File: src/rtl/ccd_tg_pkg.sv
package ccd_tg_pkg;

  typedef enum logic [1:0] {
    SEQ_SETUP = 2'd0,
    SEQ_GATE  = 2'd1,
    SEQ_HOLD  = 2'd2,
    SEQ_RUN   = 2'd3
  } seq_state_e;

  function automatic int unsigned max3(input int unsigned a, input int unsigned b,
                                       input int unsigned c);
    int unsigned m;
    m = (a > b) ? a : b;
    return (m > c) ? m : c;
  endfunction

endpackage

File: src/rtl/ccd_tg_seq.sv
module ccd_tg_seq
  import ccd_tg_pkg::*;
#(
  parameter int unsigned SETUP_CLKS  = 20,
  parameter int unsigned GATE_CLKS   = 86,
  parameter int unsigned HOLD_CLKS   = 24,
  parameter int unsigned SLOT_CLKS   = 24,
  parameter int unsigned LEN_W       = 16,
  parameter int unsigned MIN_PERIODS = 5021,
  localparam int unsigned TICK_W     = $clog2(2 * SLOT_CLKS)
) (
  input  logic              clk,
  input  logic              rst,
  input  logic [LEN_W-1:0]  line_len_i,
  output seq_state_e        st_o,
  output logic [TICK_W-1:0] tick_o,
  output logic              first_per_o,
  output logic              last_per_o,
  output logic              latch_o
);

  localparam int unsigned WIN_MAX = max3(SETUP_CLKS, GATE_CLKS, HOLD_CLKS);
  localparam int unsigned WIN_W   = $clog2(WIN_MAX + 1);
  localparam logic [TICK_W-1:0] TICK_LAST = TICK_W'(2 * SLOT_CLKS - 1);
  localparam logic [LEN_W-1:0]  LEN_MIN   = LEN_W'(MIN_PERIODS);

  seq_state_e        st;
  logic [WIN_W-1:0]  win_cnt;
  logic [TICK_W-1:0] tick;
  logic [LEN_W-1:0]  per_cnt;
  logic [LEN_W-1:0]  len_q;
  logic [LEN_W-1:0]  len_eff;
  logic              per_last;

  assign len_eff  = (line_len_i < LEN_MIN) ? LEN_MIN : line_len_i;
  assign per_last = (per_cnt == len_q - LEN_W'(1));
  assign latch_o  = (st == SEQ_SETUP) && (win_cnt == WIN_W'(SETUP_CLKS - 1));

  always_ff @(posedge clk) begin
    if (rst) begin
      st      <= SEQ_SETUP;
      win_cnt <= '0;
      tick    <= '0;
      per_cnt <= '0;
      len_q   <= LEN_MIN;
    end else begin
      unique case (st)
        SEQ_SETUP: begin
          if (latch_o) begin
            st      <= SEQ_GATE;
            win_cnt <= '0;
            len_q   <= len_eff;
          end else begin
            win_cnt <= win_cnt + WIN_W'(1);
          end
        end
        SEQ_GATE: begin
          if (win_cnt == WIN_W'(GATE_CLKS - 1)) begin
            st      <= SEQ_HOLD;
            win_cnt <= '0;
          end else begin
            win_cnt <= win_cnt + WIN_W'(1);
          end
        end
        SEQ_HOLD: begin
          if (win_cnt == WIN_W'(HOLD_CLKS - 1)) begin
            st      <= SEQ_RUN;
            win_cnt <= '0;
            tick    <= '0;
            per_cnt <= '0;
          end else begin
            win_cnt <= win_cnt + WIN_W'(1);
          end
        end
        SEQ_RUN: begin
          if (tick == TICK_LAST) begin
            tick <= '0;
            if (per_last) begin
              st      <= SEQ_SETUP;
              win_cnt <= '0;
            end else begin
              per_cnt <= per_cnt + LEN_W'(1);
            end
          end else begin
            tick <= tick + TICK_W'(1);
          end
        end
        default: st <= SEQ_SETUP;
      endcase
    end
  end

  assign st_o        = st;
  assign tick_o      = tick;
  assign first_per_o = (per_cnt == '0);
  assign last_per_o  = per_last;

endmodule

File: src/rtl/ccd_tg_rstgen.sv
module ccd_tg_rstgen
  import ccd_tg_pkg::*;
#(
  parameter int unsigned SLOT_CLKS = 24,
  parameter int unsigned RST_W_DEF = 7,
  localparam int unsigned TICK_W   = $clog2(2 * SLOT_CLKS)
) (
  input  logic              clk,
  input  logic              rst,
  input  logic              latch_i,
  input  logic [TICK_W-1:0] width_i,
  input  seq_state_e        st_i,
  input  logic [TICK_W-1:0] tick_i,
  output logic [1:0]        rs_d_o
);

  localparam int unsigned W_MAX = SLOT_CLKS - 1;
  localparam int unsigned W_DEF = (RST_W_DEF < 1) ? 1 :
                                  ((RST_W_DEF > W_MAX) ? W_MAX : RST_W_DEF);
  localparam logic [TICK_W-1:0] SLOT_T = TICK_W'(SLOT_CLKS);

  logic [TICK_W-1:0] w_q;
  logic [TICK_W-1:0] w_next;
  logic              half;
  logic [TICK_W-1:0] off;
  logic              run;

  always_comb begin
    if (width_i == '0)
      w_next = TICK_W'(W_DEF);
    else if (width_i > TICK_W'(W_MAX))
      w_next = TICK_W'(W_MAX);
    else
      w_next = width_i;
  end

  always_ff @(posedge clk) begin
    if (rst)
      w_q <= TICK_W'(W_DEF);
    else if (latch_i)
      w_q <= w_next;
  end

  assign run  = (st_i == SEQ_RUN);
  assign half = (tick_i >= SLOT_T);
  assign off  = half ? (tick_i - SLOT_T) : tick_i;

  for (genvar ch = 0; ch < 2; ch++) begin : g_chan
    assign rs_d_o[ch] = run && (half == ch[0]) && (off < w_q);
  end

endmodule

File: src/rtl/ccd_tg_outreg.sv
module ccd_tg_outreg
  import ccd_tg_pkg::*;
#(
  parameter int unsigned SLOT_CLKS = 24,
  localparam int unsigned TICK_W   = $clog2(2 * SLOT_CLKS)
) (
  input  logic              clk,
  input  logic              rst,
  input  seq_state_e        st_i,
  input  logic [TICK_W-1:0] tick_i,
  input  logic              first_per_i,
  input  logic              last_per_i,
  input  logic [1:0]        rs_d_i,
  output logic              phi1_o,
  output logic              phi2_o,
  output logic              sg_o,
  output logic              rs_odd_o,
  output logic              rs_even_o,
  output logic              sol_o,
  output logic              done_o
);

  localparam logic [TICK_W-1:0] SLOT_T    = TICK_W'(SLOT_CLKS);
  localparam logic [TICK_W-1:0] TICK_LAST = TICK_W'(2 * SLOT_CLKS - 1);

  logic run;
  logic lo_half;

  assign run     = (st_i == SEQ_RUN);
  assign lo_half = (tick_i < SLOT_T);

  always_ff @(posedge clk) begin
    if (rst) begin
      phi1_o    <= 1'b1;
      phi2_o    <= 1'b0;
      sg_o      <= 1'b0;
      rs_odd_o  <= 1'b0;
      rs_even_o <= 1'b0;
      sol_o     <= 1'b0;
      done_o    <= 1'b0;
    end else begin
      phi1_o    <= run ? lo_half : 1'b1;
      phi2_o    <= run && !lo_half;
      sg_o      <= (st_i == SEQ_GATE);
      rs_odd_o  <= rs_d_i[0];
      rs_even_o <= rs_d_i[1];
      sol_o     <= run && first_per_i && (tick_i == '0);
      done_o    <= run && last_per_i && (tick_i == TICK_LAST);
    end
  end

endmodule

File: src/rtl/ccd_drive_tg.sv
module ccd_drive_tg
  import ccd_tg_pkg::*;
#(
  parameter int unsigned SETUP_CLKS  = 20,
  parameter int unsigned GATE_CLKS   = 86,
  parameter int unsigned HOLD_CLKS   = 24,
  parameter int unsigned SLOT_CLKS   = 24,
  parameter int unsigned LEN_W       = 16,
  parameter int unsigned MIN_PERIODS = 5021,
  parameter int unsigned RST_W_DEF   = 7,
  localparam int unsigned TICK_W     = $clog2(2 * SLOT_CLKS)
) (
  input  logic              clk,
  input  logic              rst,
  input  logic [LEN_W-1:0]  line_len_i,
  input  logic [TICK_W-1:0] rst_width_i,
  output logic              phi1_o,
  output logic              phi2_o,
  output logic              sg_o,
  output logic              rs_odd_o,
  output logic              rs_even_o,
  output logic              sol_o,
  output logic              line_done_o
);

  seq_state_e        st;
  logic [TICK_W-1:0] tick;
  logic              first_per;
  logic              last_per;
  logic              latch;
  logic [1:0]        rs_d;

  ccd_tg_seq #(
    .SETUP_CLKS (SETUP_CLKS),
    .GATE_CLKS  (GATE_CLKS),
    .HOLD_CLKS  (HOLD_CLKS),
    .SLOT_CLKS  (SLOT_CLKS),
    .LEN_W      (LEN_W),
    .MIN_PERIODS(MIN_PERIODS)
  ) u_seq (
    .clk        (clk),
    .rst        (rst),
    .line_len_i (line_len_i),
    .st_o       (st),
    .tick_o     (tick),
    .first_per_o(first_per),
    .last_per_o (last_per),
    .latch_o    (latch)
  );

  ccd_tg_rstgen #(
    .SLOT_CLKS(SLOT_CLKS),
    .RST_W_DEF(RST_W_DEF)
  ) u_rst (
    .clk    (clk),
    .rst    (rst),
    .latch_i(latch),
    .width_i(rst_width_i),
    .st_i   (st),
    .tick_i (tick),
    .rs_d_o (rs_d)
  );

  ccd_tg_outreg #(
    .SLOT_CLKS(SLOT_CLKS)
  ) u_out (
    .clk        (clk),
    .rst        (rst),
    .st_i       (st),
    .tick_i     (tick),
    .first_per_i(first_per),
    .last_per_i (last_per),
    .rs_d_i     (rs_d),
    .phi1_o     (phi1_o),
    .phi2_o     (phi2_o),
    .sg_o       (sg_o),
    .rs_odd_o   (rs_odd_o),
    .rs_even_o  (rs_even_o),
    .sol_o      (sol_o),
    .done_o     (line_done_o)
  );

endmodule

File: config.mk
export PLATFORM = sky130hd
export DESIGN_NAME = ccd_drive_tg
export DESIGN_NICKNAME = d
export VERILOG_FILES = /design/src/rtl/ccd_tg_pkg.sv /design/src/rtl/ccd_tg_seq.sv /design/src/rtl/ccd_tg_rstgen.sv /design/src/rtl/ccd_tg_outreg.sv /design/src/rtl/ccd_drive_tg.sv
export SDC_FILE = /design/constraint.sdc
export NUM_CORES = 1
export LEC_CHECK = 0
export ABC_AREA = 1
export BUFFER_PORTS_ARGS = -buffer_cell sky130_fd_sc_hd__buf_2
export CORE_ASPECT_RATIO = 0.8
export CORE_UTILIZATION = 60
export DETAILED_ROUTE_END_ITERATION = 10
export PLACE_DENSITY = 0.79
export SLEW_MARGIN = 40
export SYNTH_ARGS = -nofsm -noshare
export SYNTH_HDL_FRONTEND = slang
export SYNTH_SLANG_ARGS = --single-unit
File: constraint.sdc
create_clock -name clk -period 2.5 [get_ports clk]
set_clock_uncertainty 0.1 [all_clocks]
set_input_delay 0.25 -clock clk [delete_from_list [all_inputs] [get_ports clk]]
set_output_delay 0.25 -clock clk [all_outputs]
set_load 0.02 [all_outputs]
==> qor.txt <==
Worst-path clk slew: 80 ps
die area: 7720 sq um
synth warn: 0
post-route ant nets: 0
worst hold path depth: 3
first-pass GRT wire length: 18.8 mm
Rel. slew slack: 61.8%
sequential share of power: 39.0%
min Tclk post-route: 2240 ps
Site Rows: 27
RSZ-0062 raised after global routing: false
Gate Count Post-Synth: 665
final RePlAce weighted congestion: 0.986
Worst Reg-to-Reg Cells: 13
worst r2r src: u_seq.len_q[0]
total number of vias: 4447
most used cell, CP: nand2_1
number of global-route vias before repair: 4070
Int Pwr: 0.00173 W
# IOs: 31
Netlist cell types: 47
Setup violations, final: 0
post-CTS setup buffer count: 0
antenna violations before repair: 0
status: complete, no violations
CP cell instances: inv_1 -> ha_4 -> nand2_1 -> nor2_1 -> nand2_1 -> nand2_1 -> nand4_1 -> nor2_1 -> nand3_1 -> nand2_2 -> buf_4 -> nand3_1 -> a21oi_1
DRT Pass-1 Iters: 5
# clock sinks: 60
vias per cell: 5.66
net load switching power: 0.000995 W
# hold bufs at CTS: 0
f_max: 446 MHz
share of cells above drive strength 1: 17.7%
CTS Buffer Depth: 2
top-count cell post-synth: nand2_1
clk_lat worst skew: 350 ps
post-synth top area share: 27.1%
post-CTS sizing: 0
area leader, netlist: dfxtp_1
drt initial violations: 304
CP max-delay cell: dfxtp_1
Die Wd: 98.0 um
detailed placement HPWL: 8.56 mm
Post-Route WL: 11.1 mm
Worst Tran Pin Value: 567 ps
CTS buffer count: 9
CP max stage delay: 330 ps
LEAKAGE: 2.14 nW
initial core utilization: 63.3%
largest net degree at the start of global routing: 31
# diodes: 0
Hold Path Origin: line_len_i[9]
synthesized flop and latch total: 60
Layout area overhead: 10.1%
maximum vdd drop: 0.000477 V
TNS Setup: 0 ps
Worst setup SP type: register
Core ar.: 6990 sq um
# Max-Cap Violations: 0
worst hold-check path type: in2reg
Main synth FF type: dfxtp_1
Slew Limit Fails: 0
# DRC: 0
Syn Area/Cell: 6.65 sq um
synth top area cells: dfxtp_1 (27%), nand2_1 (12%), nor2_1 (6.6%)
Avg WL per Cell: 14.2 um
CP Capture Type: register
most frequent cells after synthesis: nand2_1 (143), nor2_1 (78), inv_1 (77), dfxtp_1 (60), nand3_1 (57)
CP arrival: 2420 ps
PwrDens: 558 nW/um^2
Crit Path Class: reg2reg
CTS Root Cell: clkbuf_8
Mapped Nets: 706
Post-synth EDFFs: 0
Tot GR Track Use: 30.6%
synthesized cell area: 4420 sq um
switching part of the total power: 36.6%
Final Hold Vio Count: 0
H-tree levels: 3
CP Max Fanout: 6
clock share of power: 34.2%
grt total ovfl: 0
Total Power: 0.00272 W
CP startpoint: u_seq.len_q[0]
combinational share of power: 26.8%
nets@finish: 735
Die Height: 78.8 um
sequential area share after synthesis: 27.1%
CP required: 2680 ps
final period utilization: 89.7%
I/O Buffers: 30
ys async rst share: 0%
CTS tree: built
logic make-up (layout without fill, tap and decap cells):
group / count (synthesis) / in the layout / synth area share, %
AO/OA/AOI/OAI: 84 / 84 / 12.1
XOR/XNOR: 30 / 30 / 5.94
buffers and inverters: 108 / 142 / 10.2
flip-flops: 60 / 60 / 27.1
AND/OR/NAND/NOR: 366 / 366 / 39.9
adder cells (fa/ha/maj): 17 / 17 / 4.81
per-layer routing:
layer / vias up / routed length, um / track usage (%)
met2: 166 / 4940 / 50.6
met3: 19 / 796 / 6.25
met1: 2036 / 5220 / 40.5
met5: - / 0 / 0
li1: 2226 / - / -
met4: 0 / 187 / 8.03
placed cells by master (no fill, tap or decap), types with 7 or more instances in the layout:
master	instances
nand2_1	141
nor2_1	78
inv_1	77
dfxtp_1	60
nand3_1	57
a21oi_1	31
buf_2	30
nand2_2	25
xor2_1	24
ha_1	16
o21ai_0	15
nor3_1	14
nand4_1	14
buf_4	14
a21oi_2	10
nor4_1	9
clkbuf_8	9
nor2_4	7
o22ai_1	7
flip-flops by register name, summed over array words and instances (netlist names):
signal / cells
u_out.done_o: 1
u_out.phi1_o: 1
u_out.phi2_o: 1
u_out.rs_even_o: 1
u_out.rs_odd_o: 1
u_out.sg_o: 1
u_out.sol_o: 1
u_rst.w_q: 6
u_seq.len_q: 16
u_seq.per_cnt: 16
u_seq.st_o: 2
u_seq.tick_o: 6
u_seq.win_cnt: 7
layout make-up:
type / instances / area, sq um
clock buffer: 9 / 124
clock inverter: 7 / 75.1
fill: 627 / 2120
inverter: 82 / 308
multi-input combinational: 497 / 2800
sequential: 60 / 1200
tap: 87 / 109
timing repair buffer: 44 / 255
worst max-delay path, delay by kind of cell, from the launching register on:
family / cells / cell delay [ps]
AND/OR/NAND/NOR: 9 / 1000
buffers and inverters: 2 / 370
flip-flops: 1 / 330
adder cells (fa/ha/maj): 1 / 220
AO/OA/AOI/OAI: 1 / 150
stage by stage:
stage | instances | area, sq um | hold WS (ps) | worst slack (ps) | utilization [%]
3_3_place_gp | 770 | 4650 | 347 | 214 | 66.5
4_1_cts | 786 | 4850 | 16.9 | 114 | 69.3
6_report | 786 | 4870 | 28.9 | 258 | 69.7
5_1_grt | 786 | 4870 | 27.7 | 27.5 | 69.7
3_5_place_dp | 770 | 4650 | 359 | 134 | 66.5
2_1_floorplan | 665 | 4420 | 281 | 377 | -
power by group through the flow:
| stage | clock, W | combinational (W) | sequential (W) |
|---|---|---|---|
| after global routing | 0.000973 | 0.000818 | 0.00107 |
| after floorplan | 0 | 0.000544 | 0.00107 |
| final | 0.000930 | 0.000728 | 0.00106 |
| after detailed placement | 0 | 0.000701 | 0.00108 |
| after global placement | 0 | 0.000687 | 0.00108 |
| after CTS | 0.000936 | 0.000709 | 0.00106 |
worst paths after layout:
path                                         end  slack [ps]
worst max-delay path            u_seq.win_cnt[6]         260
worst min register to register      u_rst.w_q[5]         370
worst min-delay path              u_seq.len_q[9]          30
worst max register to register  u_seq.win_cnt[6]         260
(Power assumes the default switching activity.)
